$ cat config.mk
export PLATFORM = sky130hd
export DESIGN_NAME = ctx_prio_arbiter
export DESIGN_NICKNAME = d
export VERILOG_FILES = /design/src/rtl/ctx_arb_pkg.sv /design/src/rtl/src_eligible.sv /design/src/rtl/prio_tree.sv /design/src/rtl/ctx_prio_arbiter.sv
export SDC_FILE = /design/constraint.sdc
export NUM_CORES = 1
export LEC_CHECK = 0
export BUFFER_PORTS_ARGS = -buffer_cell sky130_fd_sc_hd__buf_2
export CAP_MARGIN = 0
export CORE_AREA = 2 2 135 137
export CTS_BUF_LIST = sky130_fd_sc_hd__clkbuf_16
export DETAILED_ROUTE_END_ITERATION = 6
export DIE_AREA = 0 0 137 139
export GPL_TIMING_DRIVEN = 0
export PLACE_DENSITY_LB_ADDON = 0.2
export SLEW_MARGIN = 25
export SYNTH_ARGS = -nofsm -noshare
export SYNTH_HDL_FRONTEND = slang
export SYNTH_SLANG_ARGS = --single-unit
$ cat constraint.sdc
create_clock -name clk -period 15.1 [get_ports clk]
set_clock_uncertainty 0.1 [all_clocks]
set_input_delay 3.02 -clock clk [delete_from_list [all_inputs] [get_ports clk]]
set_output_delay 3.02 -clock clk [all_outputs]
set_load 0.01 [all_outputs]
$ cat src/rtl/ctx_arb_pkg.sv
package ctx_arb_pkg;

  // number of 32-bit words needed to hold n identifier bits
  function automatic int words_for(input int n);
    return (n + 31) / 32;
  endfunction

  // power-of-two leaf count for a comparison tree over n inputs
  function automatic int leaves_for(input int n);
    int l;
    l = 2;
    while (l < n) l = l * 2;
    return l;
  endfunction

endpackage

$ cat src/rtl/src_eligible.sv
module src_eligible #(
  parameter int NUM_ID = 48,
  parameter int VEC_W  = 64
) (
  input  logic [VEC_W-1:0] pend_vec,
  input  logic [VEC_W-1:0] claim_vec,
  input  logic [VEC_W-1:0] en_vec,
  output logic [VEC_W-1:0] elig
);

  localparam int WORDS = VEC_W / 32;

  for (genvar w = 0; w < WORDS; w++) begin : g_word
    for (genvar b = 0; b < 32; b++) begin : g_bit
      localparam int ID = w * 32 + b;
      // slot 0 is reserved and slots past NUM_ID do not exist
      localparam bit KEEP = (ID != 0) && (ID < NUM_ID);
      assign elig[ID] = KEEP & pend_vec[ID] & ~claim_vec[ID] & en_vec[ID];
    end
  end

endmodule

$ cat src/rtl/prio_tree.sv
module prio_tree #(
  parameter int LEAVES      = 64,
  parameter int PRIO_W      = 3,
  parameter bit THR_AT_LEAF = 1'b0,
  localparam int ID_W       = $clog2(LEAVES)
) (
  input  logic [LEAVES-1:0]        leaf_vld,
  input  logic [LEAVES*PRIO_W-1:0] leaf_prio,
  input  logic [PRIO_W-1:0]        thresh,
  output logic [ID_W-1:0]          best_id,
  output logic                     hit
);

  localparam int NODES = 2 * LEAVES;

  // heap layout: node 1 is the root, node LEAVES+i is leaf i
  logic              nv [1:NODES-1];
  logic [PRIO_W-1:0] np [1:NODES-1];
  logic [ID_W-1:0]   ni [1:NODES-1];

  for (genvar i = 0; i < LEAVES; i++) begin : g_leaf
    logic [PRIO_W-1:0] p;
    assign p = leaf_prio[i*PRIO_W +: PRIO_W];
    if (THR_AT_LEAF) begin : g_filt
      assign nv[LEAVES+i] = leaf_vld[i] && (p > thresh);
    end else begin : g_raw
      assign nv[LEAVES+i] = leaf_vld[i];
    end
    assign np[LEAVES+i] = p;
    assign ni[LEAVES+i] = ID_W'(i);
  end

  for (genvar k = 1; k < LEAVES; k++) begin : g_node
    logic take_r;
    // the lower-index side keeps ties, matching an ascending strict scan
    assign take_r = nv[2*k+1] && (!nv[2*k] || (np[2*k+1] > np[2*k]));
    assign nv[k]  = nv[2*k] | nv[2*k+1];
    assign np[k]  = take_r ? np[2*k+1] : np[2*k];
    assign ni[k]  = take_r ? ni[2*k+1] : ni[2*k];
  end

  if (THR_AT_LEAF) begin : g_root_leaf
    logic [PRIO_W-1:0] root_p_unused;
    assign root_p_unused = np[1];
    assign hit = nv[1];
  end else begin : g_root_cmp
    assign hit = nv[1] && (np[1] > thresh);
  end
  assign best_id = ni[1];

endmodule

$ cat src/rtl/ctx_prio_arbiter.sv
module ctx_prio_arbiter #(
  parameter int  NUM_ID      = 48,
  parameter int  PRIO_W      = 3,
  parameter bit  THR_AT_LEAF = 1'b0,
  localparam int WORDS       = ctx_arb_pkg::words_for(NUM_ID),
  localparam int VEC_W       = WORDS * 32,
  localparam int LEAVES      = ctx_arb_pkg::leaves_for(VEC_W),
  localparam int ID_W        = $clog2(LEAVES)
) (
  input  logic                     clk,
  input  logic                     rst,
  input  logic [VEC_W-1:0]         pend_vec,
  input  logic [VEC_W-1:0]         claim_vec,
  input  logic [VEC_W-1:0]         en_vec,
  input  logic [NUM_ID*PRIO_W-1:0] prio_flat,
  input  logic [PRIO_W-1:0]        thresh,
  output logic [ID_W-1:0]          win_id,
  output logic                     irq_req
);

  logic [VEC_W-1:0]         elig;
  logic [LEAVES-1:0]        leaf_vld;
  logic [LEAVES*PRIO_W-1:0] leaf_prio;
  logic [ID_W-1:0]          best_id;
  logic                     hit;

  src_eligible #(.NUM_ID(NUM_ID), .VEC_W(VEC_W)) elig_i (
    .pend_vec (pend_vec),
    .claim_vec(claim_vec),
    .en_vec   (en_vec),
    .elig     (elig)
  );

  for (genvar i = 0; i < LEAVES; i++) begin : g_map
    if (i < VEC_W) begin : g_v
      assign leaf_vld[i] = elig[i];
    end else begin : g_vpad
      assign leaf_vld[i] = 1'b0;
    end
    if (i < NUM_ID) begin : g_p
      assign leaf_prio[i*PRIO_W +: PRIO_W] = prio_flat[i*PRIO_W +: PRIO_W];
    end else begin : g_ppad
      assign leaf_prio[i*PRIO_W +: PRIO_W] = '0;
    end
  end

  prio_tree #(.LEAVES(LEAVES), .PRIO_W(PRIO_W), .THR_AT_LEAF(THR_AT_LEAF)) tree_i (
    .leaf_vld (leaf_vld),
    .leaf_prio(leaf_prio),
    .thresh   (thresh),
    .best_id  (best_id),
    .hit      (hit)
  );

  always_ff @(posedge clk) begin
    if (rst) begin
      win_id  <= '0;
      irq_req <= 1'b0;
    end else begin
      win_id  <= hit ? best_id : '0;
      irq_req <= hit;
    end
  end

endmodule

After elaboration in Yosys (flattened, before gate mapping)
Cells that the tools add are included.
{"block": "classes", "order_cmp": 47, "muxes": 94, "bitwise_logic": 188, "reduce_logical": 140}
{"operator": "two-way mux 3 bit", "n": 53}
{"operator": "> comparator 3 bit", "n": 47}
{"operator": "AND 1 bit", "n": 94}
{"operator": "NOT 1 bit", "n": 48}
{"operator": "logical AND 1 bit", "n": 47}
{"operator": "logical NOT 1 bit", "n": 46}
{"operator": "logical OR 1 bit", "n": 46}
{"operator": "bitwise OR 1 bit", "n": 46}
{"operator": "two-way mux 1 bit", "n": 24}
{"operator": "two-way mux 2 bit", "n": 12}
{"operator": "two-way mux 4 bit", "n": 3}
{"operator": "two-way mux 6 bit", "n": 1}
{"operator": "two-way mux 5 bit", "n": 1}
{"operator": "OR reduction 2 bit", "n": 1}
{"block": "totals", "ff_bits": 7, "output_inout_bits": 7, "elab_cells": 471}

Logic depth before layout (Yosys ltp)
{"block": "logic_depth", "depth_word": 31, "ltp_mapped": 57, "depth_no_buf": 54}

Hierarchy
A second synthesis with hierarchy kept.
{"block": "hier_totals", "hier_cells": 1365, "area_unflattened_um2": 9481.6}
{"module": "prio_tree", "instances": 1, "cells_each": 1285, "area_each_um2": 8735.9, "seq_area_each_um2": 0.0}
{"module": "src_eligible", "instances": 1, "cells_each": 65, "area_each_um2": 543.0, "seq_area_each_um2": 0.0}
{"module": "ctx_prio_arbiter", "instances": 1, "cells_each": 15, "area_each_um2": 202.7, "seq_area_each_um2": 140.1}

Worst setup path after synthesis
OpenSTA, ideal clock, no wires.
{"block": "synth_path", "kind": "input to register", "start": "input port prio_flat[91]", "end": "register win_id[0]", "setup_ns": 0.143, "arrival_ns": 11.711, "setup_slack_ns": 3.146, "cell_stages": 51, "path_cell_list": "inv_1 ha_1 nor2b_1 o21ai_0 a32oi_1 o21ai_1 mux2_2 ha_1 a21o_1 a21oi_1 a31oi_1 o21ai_1 mux2_2 ha_1 inv_1 a21o_1 a21oi_1 a31oi_1 (+15 left out) a21oi_1 a31oi_1 o21ai_0 buf_2 a21o_1 ha_1 a21o_1 a21oi_1 a31oi_1 o21ai_1 buf_2 o31ai_1 o2bb2ai_1 ha_1 nor2b_1 o21a_1 o221ai_1 a211oi_1"}
{"block": "synth_between", "elab_chain_cells": 28, "word_cells_on_any_way": 34, "classes_between": "order compare (7); mux (12); bitwise (1); reduce/logical (14)"}
{"item": "start: declaration", "line_no": "ctx_prio_arbiter.sv:15", "text": "input logic [NUM_ID*PRIO_W-1:0] prio_flat,"}
{"item": "> comparator 3 bit", "line_no": "prio_tree.sv:36", "text": "assign take_r = nv[2*k+1] && (!nv[2*k] || (np[2*k+1] > np[2*k]));"}
{"item": "logical OR 1 bit", "line_no": "prio_tree.sv:36"}
{"item": "logical AND 1 bit", "line_no": "prio_tree.sv:36"}
{"item": "two-way mux 3 bit", "line_no": "prio_tree.sv:38", "text": "assign np[k] = take_r ? np[2*k+1] : np[2*k];"}
{"item": "> comparator 3 bit", "line_no": "prio_tree.sv:36"}
{"item": "logical OR 1 bit", "line_no": "prio_tree.sv:36"}
{"item": "logical AND 1 bit", "line_no": "prio_tree.sv:36"}
{"item": "two-way mux 3 bit", "line_no": "prio_tree.sv:38"}
{"item": "(+12 left out)"}
{"item": "> comparator 3 bit", "line_no": "prio_tree.sv:36"}
{"item": "logical OR 1 bit", "line_no": "prio_tree.sv:36"}
{"item": "logical AND 1 bit", "line_no": "prio_tree.sv:36"}
{"item": "two-way mux 3 bit", "line_no": "prio_tree.sv:38"}
{"item": "> comparator 3 bit", "line_no": "prio_tree.sv:47", "text": "assign hit = nv[1] && (np[1] > thresh);"}
{"item": "logical AND 1 bit", "line_no": "prio_tree.sv:47"}
{"item": "NOT 1 bit (no source line)"}
{"item": "OR reduction 2 bit (no source line)"}
{"item": "end signal: assignment", "line_no": "ctx_prio_arbiter.sv:60", "text": "win_id <= hit ? best_id : '0;"}
{"item": "end: declaration", "line_no": "ctx_prio_arbiter.sv:17", "text": "output logic [ID_W-1:0] win_id,"}
Parallel ways exist; a longest one is shown, timed or not.
A chain may end at the register's enable or synchronous reset.

Worst setup path in the final report
{"block": "layout_path", "start": "input port prio_flat[91]", "end": "register win_id[3]"}
{"block": "layout_between", "elab_chain_cells": 28, "word_cells_on_any_way": 31, "classes_between": "order compare (7); mux (9); bitwise (1); reduce/logical (14)"}
{"item": "> comparator 3 bit", "line_no": "prio_tree.sv:36"}
{"item": "logical OR 1 bit", "line_no": "prio_tree.sv:36"}
{"item": "logical AND 1 bit", "line_no": "prio_tree.sv:36"}
{"item": "two-way mux 3 bit (*)", "line_no": "prio_tree.sv:38"}
{"item": "> comparator 3 bit", "line_no": "prio_tree.sv:36"}
{"item": "logical OR 1 bit", "line_no": "prio_tree.sv:36"}
{"item": "logical AND 1 bit", "line_no": "prio_tree.sv:36"}
{"item": "two-way mux 3 bit (*)", "line_no": "prio_tree.sv:38"}
{"item": "(+12 left out)"}
{"item": "> comparator 3 bit", "line_no": "prio_tree.sv:36"}
{"item": "logical OR 1 bit", "line_no": "prio_tree.sv:36"}
{"item": "logical AND 1 bit", "line_no": "prio_tree.sv:36"}
{"item": "two-way mux 3 bit", "line_no": "prio_tree.sv:38"}
{"item": "> comparator 3 bit", "line_no": "prio_tree.sv:47"}
{"item": "logical AND 1 bit", "line_no": "prio_tree.sv:47"}
{"item": "NOT 1 bit (no source line)"}
{"item": "OR reduction 2 bit (no source line)"}
Every way passes the cells marked *; elsewhere a longest branch is shown, timed or not.

==> metrics.md <==
| Metric | Value |
|---|---|
| Outcome | finished, final reports clean |
| Hold-fix buffers, CTS | 0 |
| DP Area | 8860 sq um |
| Syn Nets | 1425 |
| Ys Warns | 0 |
| Multi-input gate area | 6350 sq um |
| Pwr Total | 0.000573 W |
| Residual DRC | 0 |
| Tmin final | 13.17 ns |
| Ant. Diodes | 0 |
| Req. time, crit path | 15.09 ns |
| CP peak stage delay | 0.49 ns |
| Final Core Density | 50.6% |
| Async SR Flop Fraction | 0% |
| Cells after synthesis | 955 |
| Highest clock rate | 75.9 MHz |
| # rows | 49 |
| Avg Cell Area, Syn | 7.43 sq um |
| WL/cell | 13.0 microns |
| Finish-stage setup viols | 0 |
| Clock transition at path regs | 0.04 ns |
| Fill cells | 1790 |
| Crit-path max FO | 10 |
| Die area | 19000 sq um |
| Worst Hold Class | primary input to flop |
| CTS tree | yes |
| Pin count of the biggest net entering global routing | 11 |
| Cell Pwr Density | 64.0 nW/um^2 |
| Vias in the first global route | 7228 |
| Clock Path Buffers | 2 |
| Register area | 140 sq um |
| Core area | 17700 sq um |
| Max-cap violations | 0 |
| Final slew viol count | 0 |
| Synthesized cell area | 7090 sq um |
| CP Launch Type | primary input |
| Worst VDD drop | 72.4 uV |
| Hold Fails Final Rpt | 0 |
| Nets | 1726 |
| Worst Setup End Kind | flop |
| Post-synth top flop | dfxtp_1 |
| Bufs and invs on worst path | 7 |
| DIE WIDTH | 137 microns |
| Boundary Pins | 348 |
| Final WL | 19.2 mm |
| EDFF count, synth | 0 |
| Worst EP arrival | 13.16 ns |
| Synthesized flop and latch total | 7 |
| Fin Setup TNS | 0 ns |
| Post_cts resized | 0 |
| Initial Utilization | 40.2% |
| Share of layout cells above drive strength 1 | 30.7% |
| Synth unique cells | 93 |
| Leakage | 5.12 nW |
| Detail Route Antenna Nets | 0 |
| Die H | 139 microns |
| Initial DRC count | 186 |
| CTS buffer count | 3 |
| Layout area overhead | 26.0% |
| Clk sinks | 7 |
| WHS | 3.14 ns |
| Antenna violations before repair | 0 |
| Drt first pass iters | 5 |
| GRT Residual Overflow | 0 |
| Tightest Pin Transition | 0.806 ns |
| GRT Util Overall | 19.2% |
| Global-route wire length before repair | 31.3 mm |
| CP top delay family | compound AO/OA/AOI/OAI gates |
| Rel. slew slack | 45.8% |
| Vias/cell | 5.28 |
| GP Congestion | 0.825 |
| Crit-path slowest cell | o221ai_1 |
| Final Instance Area | 8940 sq um |
| Hold Startpoint | rst |
| Post-CTS Setup Bufs | 0 |
| DP HPWL | 17.5 mm |
| Top cell type's share of synthesized area | 22.8% |
| Unrepaired setup endpoints after global routing | false |
| Area contributors post-synth | ha_1 (23%), mux2i_1 (11%), inv_1 (7.7%), a21oi_1 (4.7%), nor2_1 (4.0%) |
| CP startpoint | prio_flat[91] |
| IO Port Bufs | 296 |
| Via count | 7842 |
| Cell taking the most area after synthesis | ha_1 |
| Final worst-path cycle share | 87.2% |
| Critical path class | primary input to flop |
| Max H-tree Level | 1 |
| Seq/Total Area, Yosys | 1.98% |
| CTS root buf | clkbuf_16 |
[report_power, final]
part	leakage (nW)	switching, W	internal, W
combinational	5.02	0.000278	0.000227
clock	0.0423	0.00000899	0.0000343
sequential	0.0572	0.000000734	0.0000234
[worst paths after layout]
check	end	slack, ns	depth (start not counted)
max	win_id[3]	1.93	52
min	irq_req	3.14	4
[sequential cells by signal, indices dropped and copies added, names as in the netlist]
name     flops
win_id       6
irq_req      1
[cells by family (layout without fill, tap and decap cells)]
| kind of cell | Yosys count | count (layout) | synth area share [%] |
|---|---|---|---|
| compound gates | 295 | 295 | 31.0 |
| simple gates | 264 | 264 | 20.6 |
| buf+inv | 157 | 457 | 8.50 |
| fa+ha+maj | 131 | 131 | 23.1 |
| mux | 101 | 101 | 14.9 |
| flops | 7 | 7 | 1.98 |
[layout make-up]
cell class | instances | share of cell area, %
buffer | 11 | 0.616
clock buffer | 3 | 0.840
clock inverter | 1 | 0.0420
inverter | 146 | 6.13
multi-input combinational | 791 | 71.0
sequential | 7 | 1.57
tap | 229 | 3.20
timing repair buffer | 296 | 16.6
[metrics by stage]
stage / worst slack (ns) / instances
CTS: 1.92 / 1484
floorplan: 3.15 / 955
finish: 1.93 / 1484
global placement: 1.74 / 1480
global route: 0.911 / 1484
detailed placement: 1.71 / 1480
[cell usage after synthesis, drive strengths merged (3+ instances only)]
master and instances:
mux2 20, nor2 78, buf 6, nand2 55, nand3 16, a2bb2oi 3
ha 129, clkbuf 5, o21ai 50, mux2i 81, o31ai 10, nor4 3
o22ai 6, o221ai 4, nor2b 17, a21oi 71, dfxtp 7, nand2b 12
a31oi 26, a32oi 11, nor3 5, o211a 5, a311oi 5, a21o 24
o22a 3, a211oi 15, o311ai 5, and3b 11, and3 7, inv 146
or2 15, o221a 3, nand3b 36, a211o 5, and2 6, o211ai 12
o21bai 3, o21a 14
[worst min-delay path, stage by stage]
cell	delay, ns
buf_2	0.08
a31oi_1	0.04
o221ai_1	0.21
inv_1	0.06
[per-layer routing]
layer / share of wire, % / track usage [%]
met1: 46 / 25.1
met2: 48 / 35.5
met3: 5.2 / 0.804
met4: 0.50 / 2.06
met5: 0 / 0
[placed cells by master (no fill, tap or decap), drive strengths merged, types with 14 or more instances in the layout]
cell type,Yosys,final
a211oi,15,15
a21o,24,24
a21oi,71,71
a31oi,26,26
buf,6,302
ha,129,129
inv,146,147
mux2,20,20
mux2i,81,81
nand2,55,55
nand3,16,16
nand3b,36,36
nor2,78,78
nor2b,17,17
o21a,14,14
o21ai,50,50
or2,15,15
No activity file was read; power rests on OpenSTA's default activity.
